[src/rtl/nrf_pkg.sv]
package nrf_pkg;
  // Width select used on every access port
  typedef enum logic {ACC_NIB = 1'b0, ACC_PAIR = 1'b1} acc_w_e;

  // Register positions inside a bank
  localparam int unsigned RI_Y = 0;
  localparam int unsigned RI_Z = 1;
  localparam int unsigned RI_W = 2;
  localparam int unsigned RI_X = 3;
  localparam int unsigned RI_H = 4;
  localparam int unsigned RI_L = 5;
  localparam int unsigned RI_E = 6;
  localparam int unsigned RI_A = 7;

  // Pair codes
  localparam int unsigned PC_EA = 0;
  localparam int unsigned PC_HL = 1;
  localparam int unsigned PC_WX = 2;
  localparam int unsigned PC_YZ = 3;
  localparam int unsigned PC_WL = 4;
endpackage

[src/rtl/nrf_rst_sync.sv]
module nrf_rst_sync (
  input  logic clk,
  input  logic rst_n,
  output logic rst_sn
);
  logic [1:0] stage_q;

  always_ff @(posedge clk or negedge rst_n) begin
    if (!rst_n) stage_q <= 2'b00;
    else        stage_q <= {stage_q[0], 1'b1};
  end

  assign rst_sn = stage_q[1];
endmodule

[src/rtl/nrf_bank_ctrl.sv]
module nrf_bank_ctrl #(
  parameter int unsigned NUM_BANKS = 4,
  localparam int unsigned BANK_W = $clog2(NUM_BANKS)
) (
  input  logic              clk,
  input  logic              rst_sn,
  input  logic              bsel_load,
  input  logic [BANK_W-1:0] bsel_val,
  input  logic              ben_load,
  input  logic              ben_val,
  output logic [BANK_W-1:0] eff_bank
);
  logic [BANK_W-1:0] bsel_q, bsel_d;
  logic              ben_q, ben_d;

  always_comb begin
    bsel_d = bsel_q;
    ben_d  = ben_q;
    if (bsel_load) bsel_d = bsel_val;
    if (ben_load)  ben_d  = ben_val;
  end

  always_ff @(posedge clk or negedge rst_sn) begin
    if (!rst_sn) begin
      bsel_q <= '0;
      ben_q  <= 1'b0;
    end else begin
      bsel_q <= bsel_d;
      ben_q  <= ben_d;
    end
  end

  assign eff_bank = ben_q ? bsel_q : '0;


  flag_clear_bank0_chk: assert property (@(posedge clk) disable iff (!rst_sn)
    (ben_load && !ben_val) |=> (eff_bank == '0));


  direct_select_chk: assert property (@(posedge clk) disable iff (!rst_sn)
    (ben_load && ben_val && bsel_load) |=> (eff_bank == $past(bsel_val)));


  bank_hold_chk: assert property (@(posedge clk) disable iff (!rst_sn)
    (!bsel_load && !ben_load) |=> $stable(eff_bank));
endmodule

[src/rtl/nrf_pair_decode.sv]
module nrf_pair_decode #(
  parameter int unsigned NUM_REGS = 8,
  localparam int unsigned IDX_W = $clog2(NUM_REGS)
) (
  input  logic [IDX_W-1:0] code,
  output logic [IDX_W-1:0] hi_reg,
  output logic [IDX_W-1:0] lo_reg,
  output logic             legal
);
  import nrf_pkg::*;

  always_comb begin
    hi_reg = '0;
    lo_reg = '0;
    legal  = 1'b1;
    case (int'(code))
      PC_EA:   begin hi_reg = IDX_W'(RI_E); lo_reg = IDX_W'(RI_A); end
      PC_HL:   begin hi_reg = IDX_W'(RI_H); lo_reg = IDX_W'(RI_L); end
      PC_WX:   begin hi_reg = IDX_W'(RI_W); lo_reg = IDX_W'(RI_X); end
      PC_YZ:   begin hi_reg = IDX_W'(RI_Y); lo_reg = IDX_W'(RI_Z); end
      PC_WL:   begin hi_reg = IDX_W'(RI_W); lo_reg = IDX_W'(RI_L); end
      default: legal = 1'b0;
    endcase
  end
endmodule

[src/rtl/nibble_bank_rf.sv]
module nibble_bank_rf #(
  parameter int unsigned NIB_W     = 4,
  parameter int unsigned NUM_REGS  = 8,
  parameter int unsigned NUM_BANKS = 4,
  localparam int unsigned IDX_W    = $clog2(NUM_REGS),
  localparam int unsigned BANK_W   = $clog2(NUM_BANKS),
  localparam int unsigned PAIR_W   = 2 * NIB_W,
  localparam int unsigned DEPTH    = NUM_REGS * NUM_BANKS,
  localparam int unsigned ADDR_W   = $clog2(DEPTH),
  localparam int unsigned NRD      = 2
) (
  input  logic              clk,
  input  logic              rst_n,
  input  logic              bsel_load,
  input  logic [BANK_W-1:0] bsel_val,
  input  logic              ben_load,
  input  logic              ben_val,
  input  logic              wr_en,
  input  logic              wr_pair,
  input  logic [IDX_W-1:0]  wr_idx,
  input  logic [PAIR_W-1:0] wr_data,
  input  logic              rd0_pair,
  input  logic [IDX_W-1:0]  rd0_idx,
  output logic [PAIR_W-1:0] rd0_data,
  input  logic              rd1_pair,
  input  logic [IDX_W-1:0]  rd1_idx,
  output logic [PAIR_W-1:0] rd1_data
);
  import nrf_pkg::*;

  logic              rst_sn;
  logic [BANK_W-1:0] eff_bank;
  logic [NIB_W-1:0]  mem [DEPTH];

  nrf_rst_sync i_rst_sync (.clk(clk), .rst_n(rst_n), .rst_sn(rst_sn));

  nrf_bank_ctrl #(.NUM_BANKS(NUM_BANKS)) i_bank_ctrl (
    .clk(clk), .rst_sn(rst_sn),
    .bsel_load(bsel_load), .bsel_val(bsel_val),
    .ben_load(ben_load), .ben_val(ben_val),
    .eff_bank(eff_bank)
  );

  // ---------------- write path ----------------
  logic [IDX_W-1:0]  wp_hi, wp_lo;
  logic              wp_legal;
  logic              we_hi, we_lo;
  logic [ADDR_W-1:0] wa_hi, wa_lo;
  logic [NIB_W-1:0]  wd_hi, wd_lo;

  nrf_pair_decode #(.NUM_REGS(NUM_REGS)) i_wr_dec (
    .code(wr_idx), .hi_reg(wp_hi), .lo_reg(wp_lo), .legal(wp_legal)
  );

  always_comb begin
    we_hi = 1'b0;
    we_lo = 1'b0;
    wa_hi = {eff_bank, wp_hi};
    wa_lo = {eff_bank, wr_idx};
    wd_hi = wr_data[PAIR_W-1:NIB_W];
    wd_lo = wr_data[NIB_W-1:0];
    if (wr_en && rst_sn) begin
      if (acc_w_e'(wr_pair) == ACC_PAIR) begin
        we_hi = wp_legal;
        we_lo = wp_legal;
        wa_lo = {eff_bank, wp_lo};
      end else begin
        we_lo = 1'b1;
      end
    end
  end

  always_ff @(posedge clk) begin
    if (we_hi) mem[wa_hi] <= wd_hi;
    if (we_lo) mem[wa_lo] <= wd_lo;
  end

  // ---------------- read ports ----------------
  logic              rp_pair [NRD];
  logic [IDX_W-1:0]  rp_idx  [NRD];
  logic [PAIR_W-1:0] rp_data [NRD];

  assign rp_pair[0] = rd0_pair;
  assign rp_idx[0]  = rd0_idx;
  assign rp_pair[1] = rd1_pair;
  assign rp_idx[1]  = rd1_idx;
  assign rd0_data   = rp_data[0];
  assign rd1_data   = rp_data[1];

  for (genvar p = 0; p < NRD; p++) begin : g_rd
    logic [IDX_W-1:0] hi_r, lo_r;
    logic             legal;

    nrf_pair_decode #(.NUM_REGS(NUM_REGS)) i_rd_dec (
      .code(rp_idx[p]), .hi_reg(hi_r), .lo_reg(lo_r), .legal(legal)
    );

    always_comb begin
      if (acc_w_e'(rp_pair[p]) == ACC_PAIR) begin
        rp_data[p] = legal ? {mem[{eff_bank, hi_r}], mem[{eff_bank, lo_r}]} : '0;
      end else begin
        rp_data[p] = {{NIB_W{1'b0}}, mem[{eff_bank, rp_idx[p]}]};
      end
    end
  end


  nib_upper_zero_chk: assert property (@(posedge clk) disable iff (!rst_sn)
    !rd0_pair |-> (rd0_data[PAIR_W-1:NIB_W] == '0));


  illegal_pair_rd_chk: assert property (@(posedge clk) disable iff (!rst_sn)
    (rd1_pair && (int'(rd1_idx) > PC_WL)) |-> (rd1_data == '0));


  pair_two_nibble_chk: assert property (@(posedge clk) disable iff (!rst_sn)
    (we_hi || we_lo) |-> (acc_w_e'(wr_pair) == ACC_PAIR ? (we_hi && we_lo && (wa_hi != wa_lo)) : !we_hi));
endmodule

[config.mk]
export PLATFORM = sky130hd
export DESIGN_NAME = nibble_bank_rf
export DESIGN_NICKNAME = d
export VERILOG_FILES = /design/src/rtl/nrf_pkg.sv /design/src/rtl/nrf_rst_sync.sv /design/src/rtl/nrf_bank_ctrl.sv /design/src/rtl/nrf_pair_decode.sv /design/src/rtl/nibble_bank_rf.sv
export SDC_FILE = /design/constraint.sdc
export NUM_CORES = 1
export LEC_CHECK = 0
export BUFFER_PORTS_ARGS = -buffer_cell sky130_fd_sc_hd__clkbuf_2
export CAP_MARGIN = 20
export CORE_ASPECT_RATIO = 0.5
export CORE_MARGIN = 10
export CORE_UTILIZATION = 35
export CTS_BUF_LIST = sky130_fd_sc_hd__clkbuf_8
export DETAILED_ROUTE_END_ITERATION = 7
export MAX_ROUTING_LAYER = met4
export PLACE_DENSITY_LB_ADDON = 0.12
export SYNTH_ARGS = -nofsm -noshare
export SYNTH_HDL_FRONTEND = slang
export SYNTH_SLANG_ARGS = --single-unit
[constraint.sdc]
create_clock -name clk -period 2.38 [get_ports clk]
set_input_delay 0.357 -clock clk [delete_from_list [all_inputs] [get_ports clk]]
set_output_delay 0.357 -clock clk [all_outputs]
set_load 0.05 [all_outputs]
==> flow_summary.toml <==
[status]
outcome = "finished, violations left"
violations = "setup timing"

[routing]
top_layer = "met4"
antenna_left = 0
num_vias = 9611
wl_um = 51600
viasPerCell = 6.39
drt-met1-wl_um = 24500
post_drt_wl_per_cell_um = 34.3
first_pass_iters = 8
route.met3.wl_um = 7030
drt_iter0_drc = 1240
drcViolationCount = 0
route.met2.wl_um = 19500

[clock_tree]
cts_tree = "yes"
htreeDepth = 4
root_buffer = "clkbuf_8"
clk_latency_ns = 0.53
clk_pin_slew_ns = 0.10
cts.sinks = 133
cts_inserted_buffers = 17
clk_path_buf_depth = 2

[yosys]
syn_area_sq_um = 10100
synthArstFlopShare_pct = 3.76
synth.distinct_cells = 63
syn_area_per_cell_sq_um = 12.2
synth_edf_count = 128
synth_seq_cells = 133
synth_seq_area_share_pct = 39.5
synthCells = 824
syn-num-nets = 852
ys_warn_count = 0
synth_flop_cell = "edfxtp_1"

[global_routing]
grt_pass1_wl_um = 71600
grt_usage_pct = 28.8
grt_pass1_vias = 9235
grt-ovfl-total = 0
grt_max_degree = 33
antenna_found_initial = 1

[cells_and_area]
final_common_cell = "buf_4"
utilization_pct = 50.7
nets = 1136
syn_to_final_growth_pct = 41.0
final_area_sq_um = 14200
final_cell_mix = "244 x buf_4, 128 x edfxtp_1, 92 x mux2_2, 74 x mux2i_1, 50 x mux4_2"
finalNonFillerCells = 1504
drive_gt1_share_pct = 54.8

[run]
drv_cap = 0

[critical_path]
end_kind = "output pin"
cp-start-kind = "flip-flop"
reg2reg_depth = 9
worstPathArrival_ns = 2.54
cp_max_fo = 8
worstSetupPathType = "reg2out"
cp.required_ns = 2.02

[placed_design]
placed_area_sq_um = 12800
hpwl_um = 40100
io_buffer_count = 43
dp.cells = 1438
finalWeightedCongestion = 1.03

[sta]
fmax_ghz = 0.345
finalHoldViolCount = 0
rsz0062_at_grt = "true"
period_needed_ns = 2.90
finClkSkew_ns = 0.0325
layout_setup_ws_ns = -0.517
finalMaxSlewViolations = 0
timing.setup.tns_ns = -5.47
finalSetupViolCount = 16
worst_pin_slew_ns = 0.992
slew_headroom_pct = 33.9
finalCritPeriodShare_pct = 122

[floorplanning]
rows = 43
core_region_area_sq_um = 28000
die-width_um = 260
io_pins = 44
initial_utilization_pct = 35.9
die-area_sq_um = 36300
die_height_um = 140

[power_and_ir_drop]
leakagePower_nw = 5.24
power_mw = 7.02
ir_drop_v = 0.000375
power_density_nw_per_um2 = 495

[worst_hold_path]
hp-class = "in2reg"
holdPathStages = 2
-- kinds of logic (layout without fill, tap and decap cells) --
kind of cell / Yosys count / in the layout / synth area share, %
buf+inv: 79 / 376 / 4.73
other cells: 1 / 2 / 0.0373
flops: 133 / 133 / 39.5
simple gates: 150 / 150 / 6.92
compound gates: 226 / 226 / 16.3
mux: 233 / 233 / 32.4
xor+xnor: 2 / 2 / 0.174
-- critical path, cell delays in order (launching register included) --
cell	delay [ns]
dfrtp_2	0.47
and3_2	0.29
buf_4	0.21
buf_4	0.17
o221ai_1	0.13
buf_4	0.18
nand2_1	0.08
o32ai_4	0.32
buf_12	0.18
-- metrics by stage --
step	hold slack [ns]	setup slack, ns
5_1_grt	0.0716	-0.558
4_1_cts	0.0561	-0.493
3_3_place_gp	0.144	-0.329
2_1_floorplan	0.0614	-0.176
6_report	0.0770	-0.517
3_5_place_dp	0.149	-0.393
-- cells in the mapped netlist, drive strengths merged (7+ instances only) --
library cell | count | share of area [%]
nor3 | 11 | 0.55
nand2 | 51 | 1.9
a211o | 7 | 0.61
nor2 | 47 | 1.8
o22ai | 35 | 2.2
mux4 | 60 | 14
a221oi | 9 | 0.78
o31ai | 13 | 1.0
clkbuf | 24 | 0.90
o221ai | 34 | 3.0
mux2i | 80 | 8.0
buf | 51 | 3.7
edfxtp | 128 | 38
mux2 | 93 | 10
o211ai | 7 | 0.57
o21ai | 42 | 2.1
a21oi | 22 | 1.3
a31oi | 7 | 0.44
a22oi | 10 | 0.75
-- metal layers --
metal | up-vias | GRT usage [%]
li1 | 4007 | -
met5 | - | -
met3 | 62 | 11.8
met2 | 605 | 35.6
met1 | 4937 | 42.2
met4 | 0 | 5.26
-- what timing repair did --
item / 4_1_cts / 5_1_grt
hold endpoints to repair: 2 / 0
pin swaps: 28 / 25
hold buffers: 1 / 0
gates resized for setup: 105 / 53
gates cloned: 1 / 1
setup endpoints to repair: 19 / 40
buffers inserted: 25 / 13
-- state kept, by name, summed over array words and instances (netlist names) --
signal              count
i_bank_ctrl.bsel_q      2
mem                   128
i_rst_sync.stage_q      2
i_bank_ctrl.ben_q       1
-- final timing paths --
| path | startpoint | end | slack [ns] |
|---|---|---|---|
| worst max-delay path | i_bank_ctrl.bsel_q[1] | rd1_data[3] | -0.52 |
| worst min-delay path | bsel_val[1] | i_bank_ctrl.bsel_q[1] | 0.08 |
| worst max register to register | i_bank_ctrl.bsel_q[1] | mem[4][1] | 0.04 |
| worst min register to register | i_rst_sync.stage_q[1] | i_bank_ctrl.bsel_q[0] | 0.31 |
| max in group asynchronous | i_rst_sync.stage_q[1] | i_bank_ctrl.ben_q | 1.95 |
| min in group asynchronous | rst_n | i_rst_sync.stage_q[0] | 0.16 |
-- final cells by class --
cell class	instances	area, sq um
Antenna cell	1	2.50
Inverter	4	15.0
Sequential cell	133	3970
Timing Repair Buffer	340	3050
Tap cell	382	478
Fill cell	2536	13800
Multi-Input combinational cell	612	6200
Clock inverter	15	228
Clock buffer	17	234
-- power breakdown --
part / total [mW] / switching [mW] / internal (mW)
clock network: 2.35 / 1.24 / 1.11
logic: 2.04 / 1.10 / 0.940
registers: 2.62 / 0.0353 / 2.59
total: 7.02 / 2.38 / 4.64
Power figures use the tool's default switching activity.
